## src/rtl/irq_arb_pkg.sv

```systemverilog
package irq_arb_pkg;
  // rank 0 is reserved for the non-maskable source
  localparam int NMI_RANK = 0;

  function automatic int lvl_rank(input int lvl);
    return lvl + 1;
  endfunction

  function automatic int idle_rank(input int prio_bits);
    return (1 << prio_bits) + 1;
  endfunction

  // stored level bits placed in the top of an 8-bit field
  function automatic logic [7:0] field_view(input logic [7:0] lvl, input int prio_bits);
    return lvl << (8 - prio_bits);
  endfunction
endpackage

```

## src/rtl/irq_pend_bank.sv

```systemverilog
module irq_pend_bank #(
  parameter int NSRC = 32
) (
  input  logic            clk,
  input  logic            rst_n,
  input  logic [NSRC-1:0] irq_i,
  input  logic            nmi_i,
  input  logic [NSRC-1:0] sw_set,
  input  logic [NSRC-1:0] sw_clr,
  input  logic [NSRC-1:0] ack_clr,
  input  logic            ack_nmi,
  input  logic            en_we,
  input  logic [NSRC-1:0] en_wdata,
  output logic [NSRC-1:0] pend,
  output logic [NSRC-1:0] en,
  output logic            nmi_pend
);
  always_ff @(posedge clk) begin
    if (!rst_n) begin
      pend     <= '0;
      en       <= '0;
      nmi_pend <= 1'b0;
    end else begin
      // a set beats a clear that lands in the same cycle
      pend     <= (pend & ~(sw_clr | ack_clr)) | irq_i | sw_set;
      nmi_pend <= (nmi_pend & ~ack_nmi) | nmi_i;
      if (en_we) en <= en_wdata;
    end
  end
endmodule

```

## src/rtl/irq_prio_regs.sv

```systemverilog
module irq_prio_regs #(
  parameter int NSRC      = 32,
  parameter int PRIO_BITS = 2,
  parameter int WIW       = 3
) (
  input  logic                      clk,
  input  logic                      rst_n,
  input  logic                      we,
  input  logic [WIW-1:0]            widx,
  input  logic [31:0]               wdata,
  output logic [NSRC*PRIO_BITS-1:0] prio_flat
);
  for (genvar s = 0; s < NSRC; s++) begin : g_src
    localparam int WORD = s / 4;
    localparam int FLD  = s % 4;
    logic [PRIO_BITS-1:0] lvl_q;
    always_ff @(posedge clk) begin
      if (!rst_n) lvl_q <= '0;
      else if (we && widx == WIW'(WORD)) lvl_q <= wdata[8*FLD+7 -: PRIO_BITS];
    end
    assign prio_flat[s*PRIO_BITS +: PRIO_BITS] = lvl_q;
  end
endmodule

```

## src/rtl/irq_winner_pick.sv

```systemverilog
module irq_winner_pick
  import irq_arb_pkg::*;
#(
  parameter int NSRC      = 32,
  parameter int PRIO_BITS = 2,
  parameter int RW        = 3,
  parameter int IDW       = 6
) (
  input  logic [NSRC-1:0]           cand,
  input  logic [NSRC*PRIO_BITS-1:0] prio_flat,
  input  logic                      nmi_pend,
  output logic                      win_valid,
  output logic [IDW-1:0]            win_id,
  output logic [RW-1:0]             win_rank
);
  localparam logic [RW-1:0] IDLE_R = RW'(idle_rank(PRIO_BITS));

  always_comb begin
    win_valid = 1'b0;
    win_id    = '0;
    win_rank  = IDLE_R;
    // ascending scan with strict compare keeps the lowest index on ties
    for (int s = 0; s < NSRC; s++) begin
      if (cand[s] && RW'(lvl_rank(int'(prio_flat[s*PRIO_BITS +: PRIO_BITS]))) < win_rank) begin
        win_valid = 1'b1;
        win_id    = IDW'(s);
        win_rank  = RW'(lvl_rank(int'(prio_flat[s*PRIO_BITS +: PRIO_BITS])));
      end
    end
    if (nmi_pend) begin
      win_valid = 1'b1;
      win_id    = IDW'(NSRC);
      win_rank  = RW'(NMI_RANK);
    end
  end
endmodule

```

## src/rtl/irq_active_stack.sv

```systemverilog
module irq_active_stack #(
  parameter int DEPTH  = 5,
  parameter int RW     = 3,
  parameter int DW     = 3,
  parameter int IDLE_R = 5
) (
  input  logic          clk,
  input  logic          rst_n,
  input  logic          push,
  input  logic [RW-1:0] push_rank,
  input  logic          pop,
  output logic [RW-1:0] top_rank,
  output logic [DW-1:0] depth
);
  logic [RW-1:0] slot [DEPTH];

  always_ff @(posedge clk) begin
    if (!rst_n) begin
      depth <= '0;
      for (int i = 0; i < DEPTH; i++) slot[i] <= '0;
    end else if (push && depth < DW'(DEPTH)) begin
      slot[depth] <= push_rank;
      depth       <= depth + 1'b1;
    end else if (pop && depth != '0) begin
      depth <= depth - 1'b1;
    end
  end

  assign top_rank = (depth == '0) ? RW'(IDLE_R) : slot[depth - 1'b1];
endmodule

```

## src/rtl/irq_nest_arbiter.sv

```systemverilog
module irq_nest_arbiter
  import irq_arb_pkg::*;
#(
  parameter int NSRC      = 32,
  parameter int PRIO_BITS = 2,
  parameter int ADDR_W    = 6
) (
  input  logic              clk,
  input  logic              rst_n,
  input  logic [NSRC-1:0]   irq_i,
  input  logic              nmi_i,
  input  logic              reg_we,
  input  logic [ADDR_W-1:0] reg_addr,
  input  logic [31:0]       reg_wdata,
  output logic [31:0]       reg_rdata,
  input  logic              ack_i,
  input  logic              ret_i,
  output logic              take_o,
  output logic [$clog2(NSRC+1)-1:0] take_id_o,
  output logic [$clog2((1<<PRIO_BITS)+2)-1:0] active_rank_o
);
  localparam int IDW       = $clog2(NSRC + 1);
  localparam int IDLE_R    = idle_rank(PRIO_BITS);
  localparam int RW        = $clog2(IDLE_R + 1);
  localparam int DEPTH     = (1 << PRIO_BITS) + 1;
  localparam int DW        = $clog2(DEPTH + 1);
  localparam int NWORD     = (NSRC + 3) / 4;
  localparam int WIW       = (NWORD > 1) ? $clog2(NWORD) : 1;
  localparam int A_EN      = 0;
  localparam int A_PSET    = 1;
  localparam int A_PCLR    = 2;
  localparam int PRIO_BASE = 32;

  // named internal events, observed by the bound checker
  logic [NSRC-1:0]           pend_q, en_q, ack_clr;
  logic                      nmi_pend_q, ack_nmi;
  logic [NSRC*PRIO_BITS-1:0] prio_flat;
  logic                      win_valid, push_evt, pop_evt, prio_sel;
  logic [IDW-1:0]            win_id;
  logic [RW-1:0]             win_rank, top_rank;
  logic [DW-1:0]             stk_depth;
  logic [ADDR_W-1:0]         prio_off;
  logic [WIW-1:0]            widx;

  assign prio_off = reg_addr - ADDR_W'(PRIO_BASE);
  assign prio_sel = (int'(reg_addr) >= PRIO_BASE) && (int'(prio_off) < NWORD);
  assign widx     = prio_off[WIW-1:0];

  assign take_o        = win_valid && (win_rank < top_rank);
  assign take_id_o     = win_id;
  assign active_rank_o = top_rank;
  assign push_evt      = ack_i && take_o;
  assign pop_evt       = ret_i && !push_evt && (stk_depth != '0);
  assign ack_nmi       = push_evt && (int'(win_id) == NSRC);

  always_comb begin
    ack_clr = '0;
    for (int s = 0; s < NSRC; s++)
      if (push_evt && int'(win_id) == s) ack_clr[s] = 1'b1;
  end

  irq_pend_bank #(.NSRC(NSRC)) u_pend (
    .clk(clk), .rst_n(rst_n), .irq_i(irq_i), .nmi_i(nmi_i),
    .sw_set((reg_we && int'(reg_addr) == A_PSET) ? reg_wdata[NSRC-1:0] : '0),
    .sw_clr((reg_we && int'(reg_addr) == A_PCLR) ? reg_wdata[NSRC-1:0] : '0),
    .ack_clr(ack_clr), .ack_nmi(ack_nmi),
    .en_we(reg_we && int'(reg_addr) == A_EN), .en_wdata(reg_wdata[NSRC-1:0]),
    .pend(pend_q), .en(en_q), .nmi_pend(nmi_pend_q)
  );

  irq_prio_regs #(.NSRC(NSRC), .PRIO_BITS(PRIO_BITS), .WIW(WIW)) u_prio (
    .clk(clk), .rst_n(rst_n), .we(reg_we && prio_sel), .widx(widx),
    .wdata(reg_wdata), .prio_flat(prio_flat)
  );

  irq_winner_pick #(.NSRC(NSRC), .PRIO_BITS(PRIO_BITS), .RW(RW), .IDW(IDW)) u_pick (
    .cand(pend_q & en_q), .prio_flat(prio_flat), .nmi_pend(nmi_pend_q),
    .win_valid(win_valid), .win_id(win_id), .win_rank(win_rank)
  );

  irq_active_stack #(.DEPTH(DEPTH), .RW(RW), .DW(DW), .IDLE_R(IDLE_R)) u_stack (
    .clk(clk), .rst_n(rst_n), .push(push_evt), .push_rank(win_rank),
    .pop(pop_evt), .top_rank(top_rank), .depth(stk_depth)
  );

  always_comb begin
    reg_rdata = '0;
    if (int'(reg_addr) == A_EN) begin
      reg_rdata[NSRC-1:0] = en_q;
    end else if (int'(reg_addr) == A_PSET || int'(reg_addr) == A_PCLR) begin
      reg_rdata[NSRC-1:0] = pend_q;
    end else if (prio_sel) begin
      for (int f = 0; f < 4; f++) begin
        if (int'(widx) * 4 + f < NSRC)
          reg_rdata[8*f +: 8] = field_view(8'(prio_flat[(int'(widx)*4+f)*PRIO_BITS +: PRIO_BITS]), PRIO_BITS);
      end
    end
  end
endmodule

```

## config.mk

```make
export PLATFORM = sky130hd
export DESIGN_NAME = irq_nest_arbiter
export DESIGN_NICKNAME = d
export VERILOG_FILES = /design/src/rtl/irq_arb_pkg.sv /design/src/rtl/irq_pend_bank.sv /design/src/rtl/irq_prio_regs.sv /design/src/rtl/irq_winner_pick.sv /design/src/rtl/irq_active_stack.sv /design/src/rtl/irq_nest_arbiter.sv
export SDC_FILE = /design/constraint.sdc
export NUM_CORES = 1
export LEC_CHECK = 0
export ABC_AREA = 1
export ABC_CLOCK_PERIOD_IN_PS = 58000
export BUFFER_PORTS_ARGS = -buffer_cell sky130_fd_sc_hd__buf_4
export CORE_MARGIN = 5
export CORE_UTILIZATION = 35
export DETAILED_ROUTE_END_ITERATION = 8
export PLACE_DENSITY_LB_ADDON = 0.08
export SETUP_SLACK_MARGIN = 0.15
export SYNTH_ARGS = -nofsm -noshare
export SYNTH_HDL_FRONTEND = slang
export SYNTH_HIERARCHICAL = 1
export SYNTH_SLANG_ARGS = --single-unit
```

## constraint.sdc

```tcl
create_clock -name clk -period 58 [get_ports clk]
set_clock_uncertainty 0.15 [all_clocks]
set_input_delay 2.9 -clock clk [delete_from_list [all_inputs] [get_ports clk]]
set_output_delay 2.9 -clock clk [all_outputs]
set_load 0.02 [all_outputs]
```

==> impl_results.md <==
* Setup bufs post-CTS at 0
* Drt first pass iters at 5
* Final period util at 0.545
* Cells after Synth at approximately 2100
* GRT Residual Overflow at 0
* Hold_buf cts at 0
* Leak Pwr at about 7.2 nW
* Worst-path clk slew at 0.07 ns
* Clock buffer depth at 2
* Setup violators final at 0
* Fmax at ~32 MHz
* Fin nets at around 2400
* Setup CP Type: register to output port
* Vias per Instance at 4.87
* Hpwl dp at 33500 microns
* Post-synth EDFFs at 24
* Final Hold Fails at 0
* WL final at 43900 microns
* Crit start category: register
* Largest net degree at the start of global routing at 80
* Synthesized area per cell at between 5 and 6 sq um
* Fraction of layout instances using a drive strength above 1 at 0.110
* Distinct cells, synth at 42
* Crit-path max FO at 11
* Peak supply drop at between 20 and 25 uV
* Vias in the first global route at between 10000 and 15000
* CTS tree: done
* Main area contributors after synthesis: dfxtp_1 21%, nand2_1 20%, nor2_1 14%
* CP arrival at between 20 and 30 ns
* Worst-Margin Slew at 1.20 ns
* Met1 wire length at between 20000 and 25000 microns
* Post-route antenna net violation count at 0
* Top-area cell type share of the netlist area at 0.212
* DIE HEIGHT at approximately 200 microns
* Initial antenna violation count at 0
* CTS H-Tree Depth at 4
* Met3 WL at 1590 microns
* Cts bufs inserted at 17
* Crit path capture type: output port
* First DRT Iteration DRCs at 935
* Status: finished, final reports clean
* Rows at just under 70
* Fin. max-slew vios at 0
* DR WL/cell at between 15 and 20 microns
* Crit path top cell by count: nand2_2
* Via count at roughly 13000
* Port bufs at approximately 120
* DRC viols at 0
* Clock latency on the worst-skew pair at around 0.45 ns
* First-pass GRT wire length at slightly below 70000 microns
* Area of the core at roughly 35000 sq um
* GRT Overall Usage at 0.223
* RSZ-0062 raised after global routing: false
* Critical Path Max Stage Delay at roughly 0.5 ns
* Worst path required time at roughly 55 ns
* # diodes at 0
* Post_cts resized at 0
* Fraction of registers with async set/reset at 0
* Sequential area share after synthesis at 0.270
* Prevailing post-synth register cell: dfxtp_1
* Area growth syn-to-layout at 13.8%
* Synth Warn # at 6
* Min Tclk post-route at about 32 ns
* Power Density at between 20 and 25 nW/um^2
* Root buffer cell: clkbuf_16
* Number of primary I/O pins at 118
* Slowest CP cell: nor2_1
* WL met2 at 21100 microns
* Post-synth top area cell: dfxtp_1
* Die width at 199 microns
* Worst hold path type: register to register
* Setup TNS at 0 ns
* Slew margin rel. at 0.199
* Routability cong. at approximately 0.90
* Final cell utilization of the core at 0.401
* Clock Sinks at between 150 and 200
* Post-Syn Area at between 10000 and 15000 sq um
* Die area at between 30000 and 40000 sq um
* Synthesized flop and latch total at roughly 160
* Max_cap viols at 0
* Initial Util at 0.353
* Highest routed layer: met4
==> worst max-delay path, delay by kind of cell, from the launching register on <==
family	cells	cell delay, ns
AND/OR/NAND/NOR	99	8.95
AO/OA/AOI/OAI	33	8.10
adder cells (fa/ha/maj)	33	9.16
buffers and inverters	29	1.40
flip-flops	1	0.40
==> cell usage after synthesis (2+ instances only) <==
cell type,instances
a21oi_1,44
a21oi_2,2
a31oi_1,2
buf_1,6
buf_2,22
buf_4,18
buf_6,7
clkbuf_1,3
dfxtp_1,132
edfxtp_1,24
ha_1,71
inv_1,269
inv_2,5
nand2_1,663
nand2_2,52
nand2_4,15
nand3_1,223
nand3_2,4
nand4_1,13
nor2_1,459
nor2_2,2
nor2_4,5
nor3_1,15
o21ai_0,64
o21ai_1,6
==> power by group <==
| group | internal, mW | total [mW] | switching (mW) |
|---|---|---|---|
| Clock | 0.0655 | 0.117 | 0.0512 |
| Sequential | 0.113 | 0.117 | 0.00373 |
| Combinational | 0.0173 | 0.0531 | 0.0358 |
==> layout by cell type, fill, tap and decap left out, drive strengths merged <==
master / instances
a211oi: 1
a21oi: 46
a22oi: 1
a31oi: 2
and2: 2
buf: 120
bufinv: 2
clkbuf: 18
clkinv: 6
conb: 9
dfxtp: 132
edfxtp: 24
ha: 71
inv: 282
nand2: 730
nand3: 227
nand3b: 1
nand4: 13
nor2: 467
nor3: 15
o211a: 1
o21a: 2
o21ai: 71
o31ai: 1
or2: 1
==> cell families (layout without fill, tap and decap cells) <==
logic type,Yosys count,after routing,synth area share
flip-flops,156,156,0.270
buffers and inverters,334,428,0.113
other,1,9,0.000301
AO/OA/AOI/OAI,125,125,0.0537
adder cells (fa/ha/maj),71,71,0.0712
AND/OR/NAND/NOR,1456,1456,0.492
==> state kept, by name, indices dropped and copies added, names as in the netlist <==
name,count
u_prio/g_src.lvl_q,64
u_pend/pend,32
u_pend/nmi_pend,1
u_stack/slot,24
u_stack/depth,3
u_pend/en,32
==> metrics by stage <==
stage	hold WS [ns]	worst slack [ns]	cells	power (mW)	cell area (sq um)
after floorplan	0.299	30.56	2151	0.153	12500
after global placement	0.316	28.09	2674	0.172	13600
after detailed placement	0.323	26.94	2674	0.172	13600
after CTS	0.333	26.40	2706	0.290	14200
after global routing	0.348	23.34	2706	0.302	14200
final	0.332	26.38	2706	0.287	14200
==> area by class of cell <==
type | instances | area (sq um)
Clock inverter | 14 | 155
Timing Repair Buffer | 120 | 901
Multi-Input combinational cell | 1661 | 7730
Fill cell | 3987 | 21200
Inverter | 276 | 1040
Tap cell | 461 | 577
Sequential cell | 156 | 3360
Clock buffer | 18 | 439
==> routing by layer <==
| layer | GRT usage | up-vias |
|---|---|---|
| li1 | - | 6818 |
| met5 | 0 | - |
| met3 | 0.0230 | 42 |
| met2 | 0.388 | 264 |
| met1 | 0.293 | 6050 |
| met4 | 0.0656 | 0 |
==> path summary, 6_finish.rpt <==
kind,startpoint,slack [ns],cells after the start,end
worst max-delay path,u_prio/g_src[0].lvl_q[0],26.38,194,take_o
worst min-delay path,u_pend/pend[5],0.33,2,u_pend/pend[5]
worst max register to register,u_prio/g_src[0].lvl_q[0],28.18,199,u_stack/slot[3][1]
worst min register to register,u_pend/pend[5],0.33,2,u_pend/pend[5]
Note: power is estimated with default switching activity, not from simulation.
